File: src/rtl/tmds_phase_aligner.sv
module tmds_phase_aligner #(
  parameter int TAP_W    = 5,
  parameter int SETTLE   = 8,
  parameter int WINDOW   = 64,
  parameter int MIN_RUN  = 4,
  parameter int MIN_RUNS = 2,
  parameter int MIN_EYE  = 5
) (
  input  logic             clk,
  input  logic             rst_n,
  input  logic             start,
  input  logic [9:0]       word,
  output logic             tap_inc,
  output logic             tap_dec,
  output logic             tap_load,
  output logic [TAP_W-1:0] tap_value,
  output logic             busy,
  output logic             locked,
  output logic             failed,
  output logic [TAP_W:0]   eye_size
);
  localparam int CW = $clog2((WINDOW > SETTLE ? WINDOW : SETTLE) + 1);
  localparam int LW = $clog2(MIN_RUN + 1);
  localparam int RW = $clog2(MIN_RUNS + 1);
  localparam logic [TAP_W-1:0] TOP = {TAP_W{1'b1}};

  typedef enum logic [2:0] {IDLE, SETTLING, MEASURE, EVAL, FINISH, CENTRE} state_t;
  state_t state;

  logic [CW-1:0]    cnt;
  logic [LW-1:0]    run_len;
  logic [RW-1:0]    runs;
  logic [TAP_W:0]   cur_w, best_w;
  logic [TAP_W-1:0] cur_lo, best_lo, target;

  logic             is_tok, tap_good;
  logic [TAP_W:0]   cur_w_n;
  logic [TAP_W-1:0] cur_lo_n, centre;

  assign is_tok   = (word == 10'b1101010100) || (word == 10'b0010101011) ||
                    (word == 10'b0101010100) || (word == 10'b1010101011);
  assign tap_good = (runs == RW'(MIN_RUNS));
  assign cur_w_n  = cur_w + 1'b1;
  assign cur_lo_n = (cur_w == '0) ? tap_value : cur_lo;
  assign centre   = best_lo + TAP_W'((best_w - 1'b1) >> 1);

  always_ff @(posedge clk) begin
    if (!rst_n) begin
      state     <= IDLE;
      cnt       <= '0;
      run_len   <= '0;
      runs      <= '0;
      cur_w     <= '0;
      best_w    <= '0;
      cur_lo    <= '0;
      best_lo   <= '0;
      target    <= '0;
      tap_inc   <= 1'b0;
      tap_dec   <= 1'b0;
      tap_load  <= 1'b0;
      tap_value <= '0;
      busy      <= 1'b0;
      locked    <= 1'b0;
      failed    <= 1'b0;
      eye_size  <= '0;
    end else begin
      tap_inc  <= 1'b0;
      tap_dec  <= 1'b0;
      tap_load <= 1'b0;
      unique case (state)
        IDLE: if (start) begin
          busy      <= 1'b1;
          locked    <= 1'b0;
          failed    <= 1'b0;
          eye_size  <= '0;
          tap_value <= '0;
          tap_load  <= 1'b1;
          cur_w     <= '0;
          best_w    <= '0;
          cnt       <= '0;
          state     <= SETTLING;
        end
        SETTLING: begin
          cnt <= cnt + 1'b1;
          if (cnt == CW'(SETTLE - 1)) begin
            cnt     <= '0;
            run_len <= '0;
            runs    <= '0;
            state   <= MEASURE;
          end
        end
        MEASURE: begin
          if (!is_tok) run_len <= '0;
          else if (run_len != LW'(MIN_RUN)) run_len <= run_len + 1'b1;
          if (is_tok && run_len == LW'(MIN_RUN - 1) && runs != RW'(MIN_RUNS))
            runs <= runs + 1'b1;
          cnt <= cnt + 1'b1;
          if (cnt == CW'(WINDOW - 1)) state <= EVAL;
        end
        EVAL: begin
          if (tap_good) begin
            cur_w  <= cur_w_n;
            cur_lo <= cur_lo_n;
            if (cur_w_n > best_w) begin
              best_w  <= cur_w_n;
              best_lo <= cur_lo_n;
            end
          end else begin
            cur_w <= '0;
          end
          if (tap_value == TOP) begin
            state <= FINISH;
          end else begin
            tap_value <= tap_value + 1'b1;
            tap_inc   <= 1'b1;
            cnt       <= '0;
            state     <= SETTLING;
          end
        end
        FINISH: begin
          if (best_w >= (TAP_W+1)'(MIN_EYE)) begin
            target <= centre;
            state  <= CENTRE;
          end else begin
            failed   <= 1'b1;
            busy     <= 1'b0;
            eye_size <= best_w;
            state    <= IDLE;
          end
        end
        CENTRE: begin
          if (tap_value == target) begin
            locked   <= 1'b1;
            busy     <= 1'b0;
            eye_size <= best_w;
            state    <= IDLE;
          end else begin
            tap_value <= tap_value - 1'b1;
            tap_dec   <= 1'b1;
          end
        end
        default: state <= IDLE;
      endcase
    end
  end
endmodule

File: config.mk
export PLATFORM = sky130hd
export DESIGN_NAME = tmds_phase_aligner
export DESIGN_NICKNAME = d
export VERILOG_FILES = /design/src/rtl/tmds_phase_aligner.sv
export SDC_FILE = /design/constraint.sdc
export NUM_CORES = 1
export LEC_CHECK = 0
export BUFFER_PORTS_ARGS = -buffer_cell sky130_fd_sc_hd__buf_2
export CORE_UTILIZATION = 51
export DETAILED_ROUTE_END_ITERATION = 16
export PLACE_DENSITY = 0.8
export SLEW_MARGIN = 20
export SYNTH_ARGS = -nofsm -noshare
export SYNTH_HDL_FRONTEND = slang
export SYNTH_SLANG_ARGS = --single-unit
File: constraint.sdc
create_clock -name clk -period 3.3 [get_ports clk]
set_clock_uncertainty 0.2 [all_clocks]
set_input_delay 0.165 -clock clk [delete_from_list [all_inputs] [get_ports clk]]
set_output_delay 0.165 -clock clk [all_outputs]
set_load 0.02 [all_outputs]
==> metrics.txt <==
# TYPE chip_impl_metric gauge
chip_impl_info{name="outcome",value="completed"} 1
chip_impl_metric{name="drc_errors",unit=""} 0
chip_impl_metric{name="report.final.hold_viol_count",unit=""} 0
chip_impl_metric{name="io_pins",unit=""} 30
chip_impl_metric{name="drt_iter0_markers",unit=""} 177
chip_impl_metric{name="drt_first_pass_iters",unit=""} 4
chip_impl_info{name="synthMostInstantiatedCell",value="dfxtp_1"} 1
chip_impl_metric{name="setup_total_negative_slack",unit="ps"} 0
chip_impl_metric{name="synth-xor-area-share",unit="%"} 6.271
chip_impl_metric{name="ys_warn_count",unit=""} 0
chip_impl_metric{name="route.detailed.vias_per_inst",unit=""} 5.751
chip_impl_metric{name="cts_hold_buffers",unit=""} 0
chip_impl_metric{name="post_cts_resized",unit=""} 0
chip_impl_metric{name="grt_first_pass_wirelength",unit="um"} 12480
chip_impl_info{name="critPathMostFrequentCell",value="ha_1"} 1
chip_impl_metric{name="path_clk_slew",unit="ps"} 60
chip_impl_info{name="r2r_start",value="cur_w[0]"} 1
chip_impl_metric{name="cellLeakagePower",unit="uW"} 0.001486
chip_impl_metric{name="grt_overflow",unit=""} 0
chip_impl_info{name="timing.hold.worst_endpoint",value="cnt[2]"} 1
chip_impl_metric{name="synth_fa_ha_area_share",unit="%"} 9.406
chip_impl_metric{name="die_x",unit="um"} 83.07
chip_impl_metric{name="port_buffers",unit=""} 28
chip_impl_metric{name="grt_max_degree",unit=""} 39
chip_impl_metric{name="syn_to_final_growth",unit="%"} 10.86
chip_impl_metric{name="min_path_cells",unit=""} 3
chip_impl_info{name="grt_setup_unrepaired",value="false"} 1
chip_impl_metric{name="slowest_delay",unit="ps"} 590
chip_impl_metric{name="detail-route-antenna-nets",unit=""} 0
chip_impl_info{name="startpoint_class",value="flip-flop"} 1
chip_impl_metric{name="vias",unit=""} 2864
chip_impl_info{name="synth-main-ff-cell",value="dfxtp_1"} 1
chip_impl_metric{name="post_route_hold_slack",unit="ps"} 31.87
chip_impl_metric{name="synthCells",unit=""} 393
chip_impl_metric{name="worst_r2r_path_depth",unit=""} 8
chip_impl_metric{name="timing.final.crit_period",unit="ps"} 2759
chip_impl_metric{name="synthDominantCellAreaShare",unit="%"} 35.24
chip_impl_metric{name="worst_skew_pair.late_latency",unit="ps"} 330
chip_impl_info{name="critical_path.reg2reg.endpoint",value="best_lo[2]"} 1
chip_impl_metric{name="via_count_of_the_first_global_routing_pass",unit=""} 2780
chip_impl_metric{name="max-vdd-ir-drop",unit="V"} 0.0003471
chip_impl_info{name="crit_path_cell_trace",value="ha_1 > nand3_1 > xnor2_1 > ha_1 > a21oi_1 > nor2b_1 > o311ai_2 > mux2i_1"} 1
chip_impl_metric{name="synthesis.area",unit="um^2"} 3352
chip_impl_metric{name="floorplan.rows",unit=""} 29
chip_impl_info{name="clock_tree.root_cell",value="clkbuf_8"} 1
chip_impl_info{name="tritoncts",value="built"} 1
chip_impl_info{name="main_combinational_cell_family_by_area_after_synthesis",value="simple AND/OR/NAND/NOR gates"} 1
chip_impl_metric{name="drt-wirelength-per-cell",unit="um"} 14.39
chip_impl_info{name="cp-end-kind",value="flip-flop"} 1
chip_impl_metric{name="synth.ff_latch_count",unit=""} 59
chip_impl_metric{name="critical_path_stages",unit=""} 8
chip_impl_metric{name="clk_path_buf_depth",unit=""} 2
chip_impl_metric{name="synth_simple_gate_area_share",unit="%"} 21.13
chip_impl_metric{name="achievable-frequency",unit="MHz"} 362.4
chip_impl_metric{name="ant_diodes",unit=""} 0
chip_impl_metric{name="placed_cell_area",unit="um^2"} 3535
chip_impl_metric{name="final_cells",unit=""} 498
chip_impl_metric{name="share_of_layout_cells_above_drive_strength_1",unit="%"} 13.30
chip_impl_metric{name="final_area",unit="um^2"} 3716
chip_impl_metric{name="async_reset_ff_share",unit="%"} 0
chip_impl_metric{name="gr-usage-all-layers",unit="%"} 22.49
chip_impl_metric{name="routabilityCongestion",unit=""} 0.8823
chip_impl_metric{name="dp.final_hpwl",unit="um"} 5116
chip_impl_metric{name="p_per_area",unit="nW/um^2"} 380.1
chip_impl_info{name="crit_path_start",value="cur_w[0]"} 1
chip_impl_info{name="criticalPathCategory",value="flip-flop to flip-flop"} 1
chip_impl_metric{name="timing.slew.headroom",unit="%"} 53.58
chip_impl_metric{name="critPathArrivalTime",unit="ps"} 2820
chip_impl_metric{name="initial_core_util",unit="%"} 52.79
chip_impl_metric{name="critical_path_data_required_time",unit="ps"} 3360
chip_impl_metric{name="routed_wirelength",unit="um"} 7164
chip_impl_metric{name="yosysSeqAreaShare",unit="%"} 35.24
chip_impl_metric{name="placed_cells_incl_taps",unit=""} 484
chip_impl_metric{name="h-tree-depth",unit=""} 3
chip_impl_metric{name="grt_antenna_before_repair",unit=""} 0
chip_impl_metric{name="r2r_setup_slack",unit="ps"} 540
chip_impl_info{name="worstHoldStart",value="rst_n"} 1
chip_impl_info{name="worst_path_dominant_cell_family",value="compound AO/OA/AOI/OAI gates"} 1
chip_impl_metric{name="count_of_flip_flops_with_a_built_in_enable_after_synthesis",unit=""} 0
chip_impl_metric{name="total_setup_violations_reported_at_the_end_of_the_flow",unit=""} 0
chip_impl_metric{name="design.die.area",unit="um^2"} 6901
chip_impl_info{name="critPathSlowestCell",value="o311ai_2"} 1
chip_impl_metric{name="post-cts-setup-buffer-count",unit=""} 0
chip_impl_metric{name="die-height",unit="um"} 83.07
chip_impl_metric{name="cts_sinks",unit=""} 59
chip_impl_metric{name="nets",unit=""} 455
chip_impl_metric{name="slew_of_the_pin_with_the_lowest_slew_margin",unit="ps"} 695.1
chip_impl_metric{name="synth_compound_area_share",unit="%"} 15.15
chip_impl_metric{name="post_synth_mux_area_share",unit="%"} 7.951
chip_impl_metric{name="final-max-slew-violation-count",unit=""} 0
chip_impl_info{name="leading_post_synthesis_cells_by_instance_count",value="dfxtp_1, nand2_1, nor2_1"} 1
chip_impl_info{name="synth_top_cells_by_area",value="dfxtp_1, ha_1, mux2i_1"} 1
chip_impl_info{name="netlist.top_cell.by_area",value="dfxtp_1"} 1
chip_impl_metric{name="period_share",unit="%"} 83.62
chip_impl_metric{name="final.fill_count",unit=""} 564
chip_impl_metric{name="cap_viol_max_count",unit=""} 0
chip_impl_metric{name="ys_types",unit=""} 54
chip_impl_info{name="timing.hold.worst.class",value="input pin to flip-flop"} 1
chip_impl_metric{name="worst-path-max-fanout",unit=""} 6
chip_impl_metric{name="total_core_area",unit="um^2"} 6350
chip_impl_metric{name="post_synth.cell_area_avg",unit="um^2"} 8.529
chip_impl_metric{name="syn-num-nets",unit=""} 430
chip_impl_metric{name="critical_path.n_buffers_inverters",unit=""} 0
chip_impl_metric{name="numCtsBuffers",unit=""} 9
tightest hold or removal path: cells and delay by family:
family / cells / cell delay, ps
AO/OA/AOI/OAI: 1 / 60
buffers and inverters: 2 / 290
final cells by class:
class / count / area, um^2 / area share, %
multi-input cells: 294 / 2008 / 54.04
flip-flops and latches: 59 / 1181 / 31.78
inverters: 23 / 86.33 / 2.323
clock buffers: 11 / 141.4 / 3.805
repair buffers: 31 / 162.7 / 4.377
clock inverters: 3 / 40.04 / 1.077
well taps: 77 / 96.34 / 2.593
logic make-up after synthesis:
kind of cell | after synthesis
xor+xnor | 24
compound gates | 80
flops | 59
fa+ha+maj | 24
mux | 26
simple gates | 140
buf+inv | 40
where the power goes:
part	internal, uW	total, uW	switching (uW)
Clock	358	628	269
Combinational	22.0	62.5	40.5
Sequential	716	722	5.88
Total	1100	1410	316
sequential cells by signal, indices dropped and copies added, names as in the netlist, 2 cells and up:
register   flops
best_w         6
best_lo        5
cur_lo         5
tap_value      5
cnt            7
state          3
eye_size       6
runs           2
run_len        3
target         5
cur_w          6
worst max-delay path by stage:
stage | slack (ps) | endpoint
after floorplan | 910 | best_lo[0]
after global placement | 660 | best_lo[1]
after detailed placement | 580 | best_lo[3]
after CTS | 540 | best_lo[3]
after global routing | 320 | tap_value[4]
final | 540 | best_lo[2]
layout by cell type (no fill, tap or decap), types with 19 or more instances in the layout:
master and count:
a21oi_1 27, mux2i_1 21, nand3_1 19, ha_1 22, dfxtp_1 59, nor2_1 31, inv_1 22, buf_2 28
nand2_1 38, o21ai_0 20
stage by stage:
stage | total power [uW] | utilization [%] | setup slack (ps)
after floorplan | 781.2 | - | 908.7
after global placement | 799.0 | 55.67 | 655.7
after CTS | 1426 | 58.52 | 544.9
after detailed placement | 800.1 | 55.67 | 580.4
final | 1412 | 58.52 | 540.6
after global routing | 1467 | 58.52 | 318.3
metal layers:
metal | GRT usage (%) | vias up | part of all wire [%]
met3 | 6.859 | 15 | 5.0
met5 | 0 | - | 0
met2 | 37.41 | 72 | 48
met4 | 9.248 | 0 | 2.2
met1 | 26.94 | 1332 | 45
li1 | - | 1445 | -
No activity file was read; power rests on OpenSTA's default activity.
